[src/rtl/irda_pkg.sv]
package irda_pkg;

  // Default oversampling ratio: number of enable ticks in one bit time.
  parameter int unsigned IR_OSR         = 16;
  // First sub-bit tick of the transmit pulse and its width in ticks (3/16).
  parameter int unsigned IR_PULSE_START = 7;
  parameter int unsigned IR_PULSE_LEN   = 3;
  // Depth of the receive synchronizer.
  parameter int unsigned IR_SYNC_STAGES = 2;

  // Receive low-level qualifier: how many consecutive ticks saw the line low.
  typedef enum logic [1:0] {
    RUN_HIGH = 2'd0,   // line high at last tick
    RUN_ONE  = 2'd1,   // low at exactly one tick so far
    RUN_HELD = 2'd2    // low at two or more consecutive ticks
  } low_run_e;

endpackage

[src/rtl/irda_sync.sv]
// Multi-stage flop synchronizer with a selectable reset value.
module irda_sync #(
  parameter int unsigned STAGES  = 2,
  parameter logic        RST_VAL = 1'b1
) (
  input  logic clk,
  input  logic rst_n,
  input  logic d,
  output logic q
);

  logic [STAGES-1:0] stage_q;

  genvar gi;
  generate
    for (gi = 0; gi < STAGES; gi++) begin : g_stage
      if (gi == 0) begin : g_first
        always_ff @(posedge clk or negedge rst_n) begin
          if (!rst_n) stage_q[0] <= RST_VAL;
          else        stage_q[0] <= d;
        end
      end else begin : g_next
        always_ff @(posedge clk or negedge rst_n) begin
          if (!rst_n) stage_q[gi] <= RST_VAL;
          else        stage_q[gi] <= stage_q[gi-1];
        end
      end
    end
  endgenerate

  assign q = stage_q[STAGES-1];

endmodule

[src/rtl/irda_sir_enc.sv]
// Transmit half: NRZ in, one centred narrow pulse per zero bit out.
module irda_sir_enc #(
  parameter int unsigned OSR         = 16,
  parameter int unsigned PULSE_START = 7,
  parameter int unsigned PULSE_LEN   = 3
) (
  input  logic clk,
  input  logic rst_n,
  input  logic tick,
  input  logic en,
  input  logic nrz_in,
  output logic pulse_out
);

  localparam int unsigned CW        = $clog2(OSR);
  localparam int unsigned PULSE_END = PULSE_START + PULSE_LEN;

  logic [CW-1:0] cnt_q, cnt_d;
  logic [CW-1:0] idx;
  logic          prev_q, prev_d;
  logic          pulse_q, pulse_d;
  logic          bit_edge;
  logic          in_window;

  // Sub-bit index of the current tick: restart on a level change.
  always_comb begin
    bit_edge  = (nrz_in != prev_q);
    idx       = bit_edge ? '0 : cnt_q;
    in_window = (int'(idx) >= int'(PULSE_START)) && (int'(idx) < int'(PULSE_END));
  end

  always_comb begin
    cnt_d   = cnt_q;
    prev_d  = prev_q;
    pulse_d = pulse_q;
    if (!en) begin
      cnt_d   = '0;
      prev_d  = 1'b1;
      pulse_d = 1'b0;
    end else if (tick) begin
      prev_d  = nrz_in;
      cnt_d   = (int'(idx) == int'(OSR) - 1) ? '0 : idx + 1'b1;
      pulse_d = !nrz_in && in_window;
    end
  end

  always_ff @(posedge clk or negedge rst_n) begin
    if (!rst_n) begin
      cnt_q   <= '0;
      prev_q  <= 1'b1;
      pulse_q <= 1'b0;
    end else begin
      cnt_q   <= cnt_d;
      prev_q  <= prev_d;
      pulse_q <= pulse_d;
    end
  end

  assign pulse_out = pulse_q;

endmodule

[src/rtl/irda_sir_dec.sv]
// Receive half: qualified active-low pulse in, full-width zero bit out.
module irda_sir_dec #(
  parameter int unsigned OSR = 16
) (
  input  logic clk,
  input  logic rst_n,
  input  logic tick,
  input  logic en,
  input  logic ir_sync,
  output logic nrz_out
);

  import irda_pkg::*;

  localparam int unsigned   CW        = $clog2(OSR);
  localparam logic [CW-1:0] HOLD_LOAD = CW'(OSR - 1);

  low_run_e      run_q, run_d;
  logic [CW-1:0] hold_q, hold_d;
  logic          out_q, out_d;
  logic          accept;
  logic          hold_busy;

  // A low seen at the previous tick and again now starts a zero bit.
  always_comb begin
    accept    = tick && !ir_sync && (run_q == RUN_ONE);
    hold_busy = (hold_q != '0);
  end

  always_comb begin
    run_d  = run_q;
    hold_d = hold_q;
    out_d  = out_q;
    if (!en) begin
      run_d  = RUN_HIGH;
      hold_d = '0;
      out_d  = 1'b1;
    end else if (tick) begin
      if (ir_sync)                 run_d = RUN_HIGH;
      else if (run_q == RUN_HIGH)  run_d = RUN_ONE;
      else                         run_d = RUN_HELD;

      if (accept && !hold_busy) begin
        out_d  = 1'b0;
        hold_d = HOLD_LOAD;
      end else if (hold_busy) begin
        hold_d = hold_q - 1'b1;
      end else begin
        out_d  = 1'b1;
      end
    end
  end

  always_ff @(posedge clk or negedge rst_n) begin
    if (!rst_n) begin
      run_q  <= RUN_HIGH;
      hold_q <= '0;
      out_q  <= 1'b1;
    end else begin
      run_q  <= run_d;
      hold_q <= hold_d;
      out_q  <= out_d;
    end
  end

  assign nrz_out = out_q;

endmodule

[src/rtl/irda_sir_codec.sv]
// Top: infrared SIR codec with pass-through when the mode bit is clear.
module irda_sir_codec #(
  parameter int unsigned OSR         = irda_pkg::IR_OSR,
  parameter int unsigned PSTART      = irda_pkg::IR_PULSE_START,
  parameter int unsigned PLEN        = irda_pkg::IR_PULSE_LEN,
  parameter int unsigned SYNC_STAGES = irda_pkg::IR_SYNC_STAGES
) (
  input  logic clk,
  input  logic rst_n,
  input  logic tick16,
  input  logic ir_mode,
  input  logic tx_nrz,
  output logic ir_tx_out,
  input  logic ir_rx_in,
  output logic rx_nrz
);

  logic rst_sync_n;
  logic rx_sync;
  logic enc_pulse;
  logic dec_nrz;

  // Reset: asserted asynchronously, released on a clock edge.
  irda_sync #(.STAGES(2), .RST_VAL(1'b0)) u_rst_sync (
    .clk   (clk),
    .rst_n (rst_n),
    .d     (1'b1),
    .q     (rst_sync_n)
  );

  irda_sync #(.STAGES(SYNC_STAGES), .RST_VAL(1'b1)) u_rx_sync (
    .clk   (clk),
    .rst_n (rst_sync_n),
    .d     (ir_rx_in),
    .q     (rx_sync)
  );

  irda_sir_enc #(.OSR(OSR), .PULSE_START(PSTART), .PULSE_LEN(PLEN)) u_enc (
    .clk       (clk),
    .rst_n     (rst_sync_n),
    .tick      (tick16),
    .en        (ir_mode),
    .nrz_in    (tx_nrz),
    .pulse_out (enc_pulse)
  );

  irda_sir_dec #(.OSR(OSR)) u_dec (
    .clk     (clk),
    .rst_n   (rst_sync_n),
    .tick    (tick16),
    .en      (ir_mode),
    .ir_sync (rx_sync),
    .nrz_out (dec_nrz)
  );

  assign ir_tx_out = ir_mode ? enc_pulse : tx_nrz;
  assign rx_nrz    = ir_mode ? dec_nrz   : ir_rx_in;

endmodule

[config.mk]
export PLATFORM = sky130hd
export DESIGN_NAME = irda_sir_codec
export DESIGN_NICKNAME = d
export VERILOG_FILES = /design/src/rtl/irda_pkg.sv /design/src/rtl/irda_sync.sv /design/src/rtl/irda_sir_enc.sv /design/src/rtl/irda_sir_dec.sv /design/src/rtl/irda_sir_codec.sv
export SDC_FILE = /design/constraint.sdc
export NUM_CORES = 1
export LEC_CHECK = 0
export ABC_CLOCK_PERIOD_IN_PS = 810
export BUFFER_PORTS_ARGS = -buffer_cell sky130_fd_sc_hd__buf_4
export CELL_PAD_IN_SITES_DETAIL_PLACEMENT = 1
export CELL_PAD_IN_SITES_GLOBAL_PLACEMENT = 2
export CORE_AREA = 2 2 47 60
export DETAILED_ROUTE_END_ITERATION = 16
export DIE_AREA = 0 0 49 62
export PLACE_DENSITY = 0.82
export SYNTH_ARGS = -nofsm -noshare
export SYNTH_HDL_FRONTEND = slang
export SYNTH_SLANG_ARGS = --single-unit
[constraint.sdc]
create_clock -name clk -period 0.81 [get_ports clk]
set_input_delay 0 -clock clk [delete_from_list [all_inputs] [get_ports clk]]
set_output_delay 0 -clock clk [all_outputs]
set_load 0.005 [all_outputs]
Word level (Yosys, flattened, before mapping):

Cells that the tools add are included.

* muxes and demuxes: 22
* equal/unequal tests: 6
* add/sub/neg operators: 2
* order comparisons: 2
* reduce and logical (&&, ||, !) cells: 12

Operators with widths (count)
* 4-bit two-way mux: 8
* 1-bit two-way mux: 10
* 2-bit two-way mux: 4
* 1-bit logical AND: 5
* 4-bit by 1-bit adder with 4-bit output (second input constant): 1
* 4-bit by 1-bit equality test with 1-bit output (second input constant): 1
* 4-bit by 3-bit greater-or-equal comparator with 1-bit output (second input constant): 1
* 4-bit < comparator (second input constant): 1
* 2-bit AND reduction: 2
* 4-bit nonzero test: 1
* 4-bit by 1-bit subtractor with 4-bit output (second input constant): 1
* 1-bit zero test: 3
* 3-bit by 1-bit inequality test with 1-bit output (second input constant): 1
* 3-bit inequality test (second input constant): 1
* 2-bit by 1-bit equality test with 1-bit output (second input constant): 1
* 2-bit zero test: 1
* 2-bit inequality test (second input constant): 1
* 1-bit inequality test: 1

* input port bits: 6
* output and inout bits: 2
* register bits after elaboration: 17
* word-level logic and storage cells: 54

Longest topological paths before layout:

* depth in word-level cells: 7
* depth in mapped cells: 6
* depth with buffers taken out: 6

Hierarchy:

A second synthesis with hierarchy kept.

* cells, all modules: 84
* area total of the unflattened synthesis: 900.9 µm²

Modules (own cells, without submodules)
* irda_sir_dec: area an instance 401.6 µm², sequential area each 176.4 µm², cells each 40, instances 1
* irda_sir_enc: area an instance 370.4 µm², sequential area each 151.4 µm², cells each 37, instances 1
* irda_sync at u_rx_sync: area an instance 52.6 µm², sequential area each 52.6 µm², cells each 2, instances 1
* irda_sync at u_rst_sync: area an instance 50.0 µm², sequential area each 50.0 µm², cells each 2, instances 1
* irda_sir_codec: area an instance 26.3 µm², sequential area each 0.0 µm², cells each 3, instances 1

Worst setup path before layout:

OpenSTA, ideal clock, no wires.

* path type: reg2reg
* start: reg u_enc.prev_q
* end: reg u_enc.pulse_q (netlist: u_enc.pulse_out)
* stages on the path, launching flop included: 7
* period minus slack after synthesis: 1.517 ns
* setup time: 0.127 ns
* path buffers: 0
* required time: 0.683 ns
* path slack: -0.707 ns
* data arrival time: 1.390 ns
* cell sequence: dfstp_2 -> xnor2_1 -> and2_1 -> ha_1 -> and3b_1 -> o211ai_1 -> a21oi_1

* longest elaborated chain between the ends: 7
* elaborated cells between the ends (all ways): 8
* those cells by class: order compare (2); eq/ne (1); mux (3); reduce/logical (2)

RTL lines
* start: declaration: RTL line irda_sir_enc.sv:20 `logic prev_q, prev_d;`
* start signal: assignment: RTL line irda_sir_enc.sv:54 `prev_q <= prev_d;`
* 1-bit inequality test *: RTL line irda_sir_enc.sv:27 `bit_edge = (nrz_in != prev_q);`
* 4-bit two-way mux *: RTL line irda_sir_enc.sv:28 `idx = bit_edge ? '0 : cnt_q;`
* 4-bit by 3-bit greater-or-equal comparator with 1-bit output or 4-bit < comparator (tied branches): RTL line irda_sir_enc.sv:29 `in_window = (int'(idx) >= int'(PULSE_START)) && (int'(idx) < int'(PULSE_END));`
* 1-bit logical AND *: RTL line irda_sir_enc.sv:29
* 1-bit logical AND *: RTL line irda_sir_enc.sv:43 `pulse_d = !nrz_in && in_window;`
* 1-bit two-way mux *: RTL line irda_sir_enc.sv:40 `end else if (tick) begin`
* 1-bit two-way mux *: RTL line irda_sir_enc.sv:36 `if (!en) begin`
* end signal: assignment: RTL line irda_sir_enc.sv:55 `pulse_q <= pulse_d;`
* end: declaration: RTL line irda_sir_enc.sv:21 `logic pulse_q, pulse_d;`

Mark *: on every way between the ends. The rest lies on a longest branch, timed or not. The select of a mux whose other input is x is not followed.
A chain may end at the register's enable or synchronous reset.

Worst setup path after layout:

Ends and elaborated chain as after synthesis.

==> results.json <==
{
  "min_from": "ir_mode",
  "area_share_of_the_largest_cell_type_after_synthesis_pct": 37.46,
  "setup_slack_of_the_critical_path_after_layout_ns": -0.7413,
  "nFillCells": 279,
  "dpl-instance-area_sq_um": 1092,
  "post_synth_instance_area_sq_um": 868.3,
  "reg2reg_from": "u_enc.prev_q",
  "dp_hpwl_mm": 1.461,
  "floorplan.die.height_um": 62,
  "worstSkewPairLatency_ns": 0.29,
  "layout_commonest_cell": "sky130_fd_sc_hd__buf_4",
  "routed_wire_length_per_instance_um": 14.90,
  "maximum_number_of_pins_on_one_net_before_global_route_repair": 16,
  "synth_cell_type_count": 34,
  "first_pass_iters": 2,
  "synth_top_family_by_area": "simple AND/OR/NAND/NOR gates",
  "synthesis.area_per_instance_sq_um": 10.46,
  "yosys.area_share.adder_pct": 2.882,
  "critPathMaxStageDelay_ns": 0.59,
  "synth_compound_area_share_pct": 14.12,
  "vias_per_cell": 4.994,
  "ant_nets": 0,
  "report.final.hold_viol_count": 0,
  "worst_path_dominant_cell_family": "flip-flops",
  "timing.critical_path.required_ns": 0.99,
  "antennaDiodeCount": 0,
  "unrepaired_setup_endpoints_after_global_routing": "yes",
  "violations": "negative setup slack",
  "fp.coreArea_sq_um": 2549,
  "synth-warning-count": 0,
  "routed-via-count": 769,
  "run_status": "finished with violations",
  "finClkSkew_ns": 0.004833,
  "yosys.area_share.simple_pct": 19.60,
  "rrSetupSlack_ns": -0.74,
  "final_cell_mix": "21 x sky130_fd_sc_hd__buf_4, 13 x sky130_fd_sc_hd__dfrtp_1, 11 x sky130_fd_sc_hd__buf_6",
  "power-per-cell-area_nw_per_um2": 1950,
  "synth_top_cells_by_area": "sky130_fd_sc_hd__dfrtp_1 37%, sky130_fd_sc_hd__dfstp_2 12%, sky130_fd_sc_hd__mux2i_1 5.8%, sky130_fd_sc_hd__nand2_1 3.5%, sky130_fd_sc_hd__a21oi_1 2.9%",
  "critical_path.slowest_cell": "sky130_fd_sc_hd__dfstp_2",
  "critPathKind": "flip-flop to flip-flop",
  "worst_hold_slack_ns": 0.02170,
  "clkSinkCount": 17,
  "max-vdd-ir-drop_mv": 1.427,
  "finalSetupViolations": 15,
  "muxShareOfSynthArea_pct": 8.357,
  "clock_tree.root_cell": "sky130_fd_sc_hd__clkbuf_4",
  "worst-path-max-fanout": 6,
  "area.growth.synth_to_final_pct": 56.34,
  "met1_usage_pct": 19.34,
  "wirelength_mm": 2.295,
  "grt_use_total_pct": 15.93,
  "finalWorstPathRequiredPeriod_ns": 1.551,
  "worstPathBufferInverterCount": 0,
  "min_to": "u_dec.hold_q[0]",
  "gp_routability_congestion": 0.7628,
  "worst_r2r_endpoint": "u_enc.pulse_out",
  "finalMaxSlewViolations": 0,
  "min_period_over_period_pct": 191.5,
  "placementRows": 21,
  "path_cells": "xnor2_4, and2_4, ha_4, and3b_1, o211ai_1, a21oi_1",
  "gr-usage-met2_pct": 31.12,
  "hold_path.class": "input port to flip-flop",
  "fin_util_pct": 53.26,
  "holdPathStages": 3,
  "post_synth_xor_area_fraction_pct": 1.009,
  "cts_tree": "done",
  "grt-busiest-layer": "met2",
  "cts-htree-levels": 1,
  "first_iter_violations": 2,
  "postSynthNetCount": 91,
  "worst-endpoint-arrival_ns": 1.73,
  "globalRouteMet3Util_pct": 2.153,
  "first_global_vias": 819,
  "globalRoute.totalOverflow": 0,
  "antenna_violations_before_repair": 0,
  "rr_worst_depth": 6,
  "layout.cell_area.non_filler_sq_um": 1358,
  "first_pass_grt_wire_length_mm": 3.719,
  "cts.reportedPaths.clkPinSlew_ns": 0.10,
  "yosys_register_bits": 17,
  "floorplan.initialDensity_pct": 34.07,
  "timing.max_cap.violations": 0,
  "post_synth_inst_count": 83,
  "clock_buffer_count_from_cts": 3,
  "port-buffer-count": 7,
  "critPathLaunchType": "flip-flop",
  "floorplan.die_area_sq_um": 3038,
  "fin_nets": 129,
  "ioPinCount": 8,
  "drc_errors": 0,
  "power.static_leakage_nw": 0.6193,
  "netlist.top_cell.by_area": "sky130_fd_sc_hd__dfrtp_1",
  "layout-drive-gt1-share_pct": 50.83,
  "fmax_mhz": 644.6,
  "total_power_w": 0.002648,
  "cts_max_path_buffers": 2,
  "die_wd_um": 49,
  "end_kind": "flip-flop",
  "synth-seq-area-share_pct": 49.57
}
-- stage by stage --
step,std cells,setup WS (ns),setup TNS (ns)
floorplan,83,-0.6117,-4.753
global placement,135,-0.6528,-5.194
detailed placement,135,-0.6987,-5.561
CTS,147,-0.6988,-6.301
global route,154,-0.7958,-7.459
finish,154,-0.7413,-6.538
-- flip-flops by register name, summed over array words and instances (netlist names) --
| register | flops |
|---|---|
| u_rx_sync.q | 1 |
| u_dec.run_q | 2 |
| u_enc.prev_q | 1 |
| u_dec.hold_q | 4 |
| u_rx_sync.stage_q | 1 |
| u_rst_sync.stage_q | 1 |
| u_enc.pulse_out | 1 |
| u_rst_sync.q | 1 |
| u_enc.cnt_q | 4 |
| u_dec.nrz_out | 1 |
-- synthesized netlist by cell type --
master / count
sky130_fd_sc_hd__dfrtp_1: 13
sky130_fd_sc_hd__nand2_1: 8
sky130_fd_sc_hd__a21oi_1: 5
sky130_fd_sc_hd__mux2i_1: 5
sky130_fd_sc_hd__nor2_1: 5
sky130_fd_sc_hd__dfstp_2: 4
sky130_fd_sc_hd__inv_1: 4
sky130_fd_sc_hd__nand2b_1: 3
sky130_fd_sc_hd__o21ai_0: 3
sky130_fd_sc_hd__a211oi_1: 2
sky130_fd_sc_hd__a31oi_1: 2
sky130_fd_sc_hd__and2_1: 2
sky130_fd_sc_hd__buf_4: 2
sky130_fd_sc_hd__ha_1: 2
sky130_fd_sc_hd__mux2_2: 2
sky130_fd_sc_hd__nand4b_1: 2
sky130_fd_sc_hd__o211ai_1: 2
sky130_fd_sc_hd__a21boi_0: 1
sky130_fd_sc_hd__a21o_1: 1
sky130_fd_sc_hd__and3_1: 1
sky130_fd_sc_hd__and3_2: 1
sky130_fd_sc_hd__and3b_1: 1
sky130_fd_sc_hd__and4bb_2: 1
sky130_fd_sc_hd__buf_2: 1
sky130_fd_sc_hd__conb_1: 1
sky130_fd_sc_hd__nor2b_1: 1
sky130_fd_sc_hd__nor3_1: 1
sky130_fd_sc_hd__nor3b_1: 1
sky130_fd_sc_hd__o21ai_2: 1
sky130_fd_sc_hd__o21bai_1: 1
sky130_fd_sc_hd__o32ai_1: 1
sky130_fd_sc_hd__or3b_1: 1
sky130_fd_sc_hd__or4b_1: 1
sky130_fd_sc_hd__xnor2_1: 1
-- power by group --
part	internal, W	switching, W
Combinational	0.000668	0.000499
Clock	0.000184	0.000284
Sequential	0.000947	0.0000654
Total	0.00180	0.000848
-- layout make-up --
type / instances / area [sq um] / share of cell area, %
clock inverter: 1 / 5.005 / 0.3687
tap: 34 / 42.54 / 3.134
timing repair buffer: 36 / 321.6 / 23.69
multi-input combinational: 59 / 520.5 / 38.34
clock buffer: 3 / 22.52 / 1.659
sequential: 17 / 430.4 / 31.71
inverter: 4 / 15.01 / 1.106
-- worst max-delay path by stage --
| stage | to | cells after the start | start |
|---|---|---|---|
| finish | u_enc.pulse_out | 6 | u_enc.prev_q |
| floorplan | u_enc.pulse_out | 6 | u_enc.prev_q |
| detailed placement | u_enc.cnt_q[2] | 6 | u_enc.prev_q |
| global route | u_enc.pulse_out | 6 | u_enc.prev_q |
| global placement | u_enc.pulse_out | 6 | u_enc.prev_q |
| CTS | u_enc.cnt_q[2] | 6 | u_enc.prev_q |
-- layer usage --
| layer | part of all wire, % | wire [um] |
|---|---|---|
| met1 | 44 | 1006 |
| met2 | 54 | 1235 |
| met3 | 1.6 | 37 |
| met4 | 0.65 | 15 |
| met5 | 0 | 0 |
-- worst min-delay path, stage by stage --
cell and delay, ns:
sky130_fd_sc_hd__buf_4 0.16, sky130_fd_sc_hd__nand2_1 0.06, sky130_fd_sc_hd__mux2i_1 0.06
-- cells by family after synthesis --
logic type / count (synthesis)
AND/OR/NAND/NOR: 29
AO/OA/AOI/OAI: 19
flip-flops: 17
multiplexers: 7
buffers and inverters: 7
adder cells (fa/ha/maj): 2
other: 1
XOR/XNOR: 1
-- what timing repair did --
item	in CTS	in global routing
hold buffers	4	0
pin swaps	7	7
setup endpoints to repair	15	15
resized for setup	15	11
endpoints found under the hold margin	5	0
setup buffers	6	8
No activity file was read; power rests on OpenSTA's default activity.
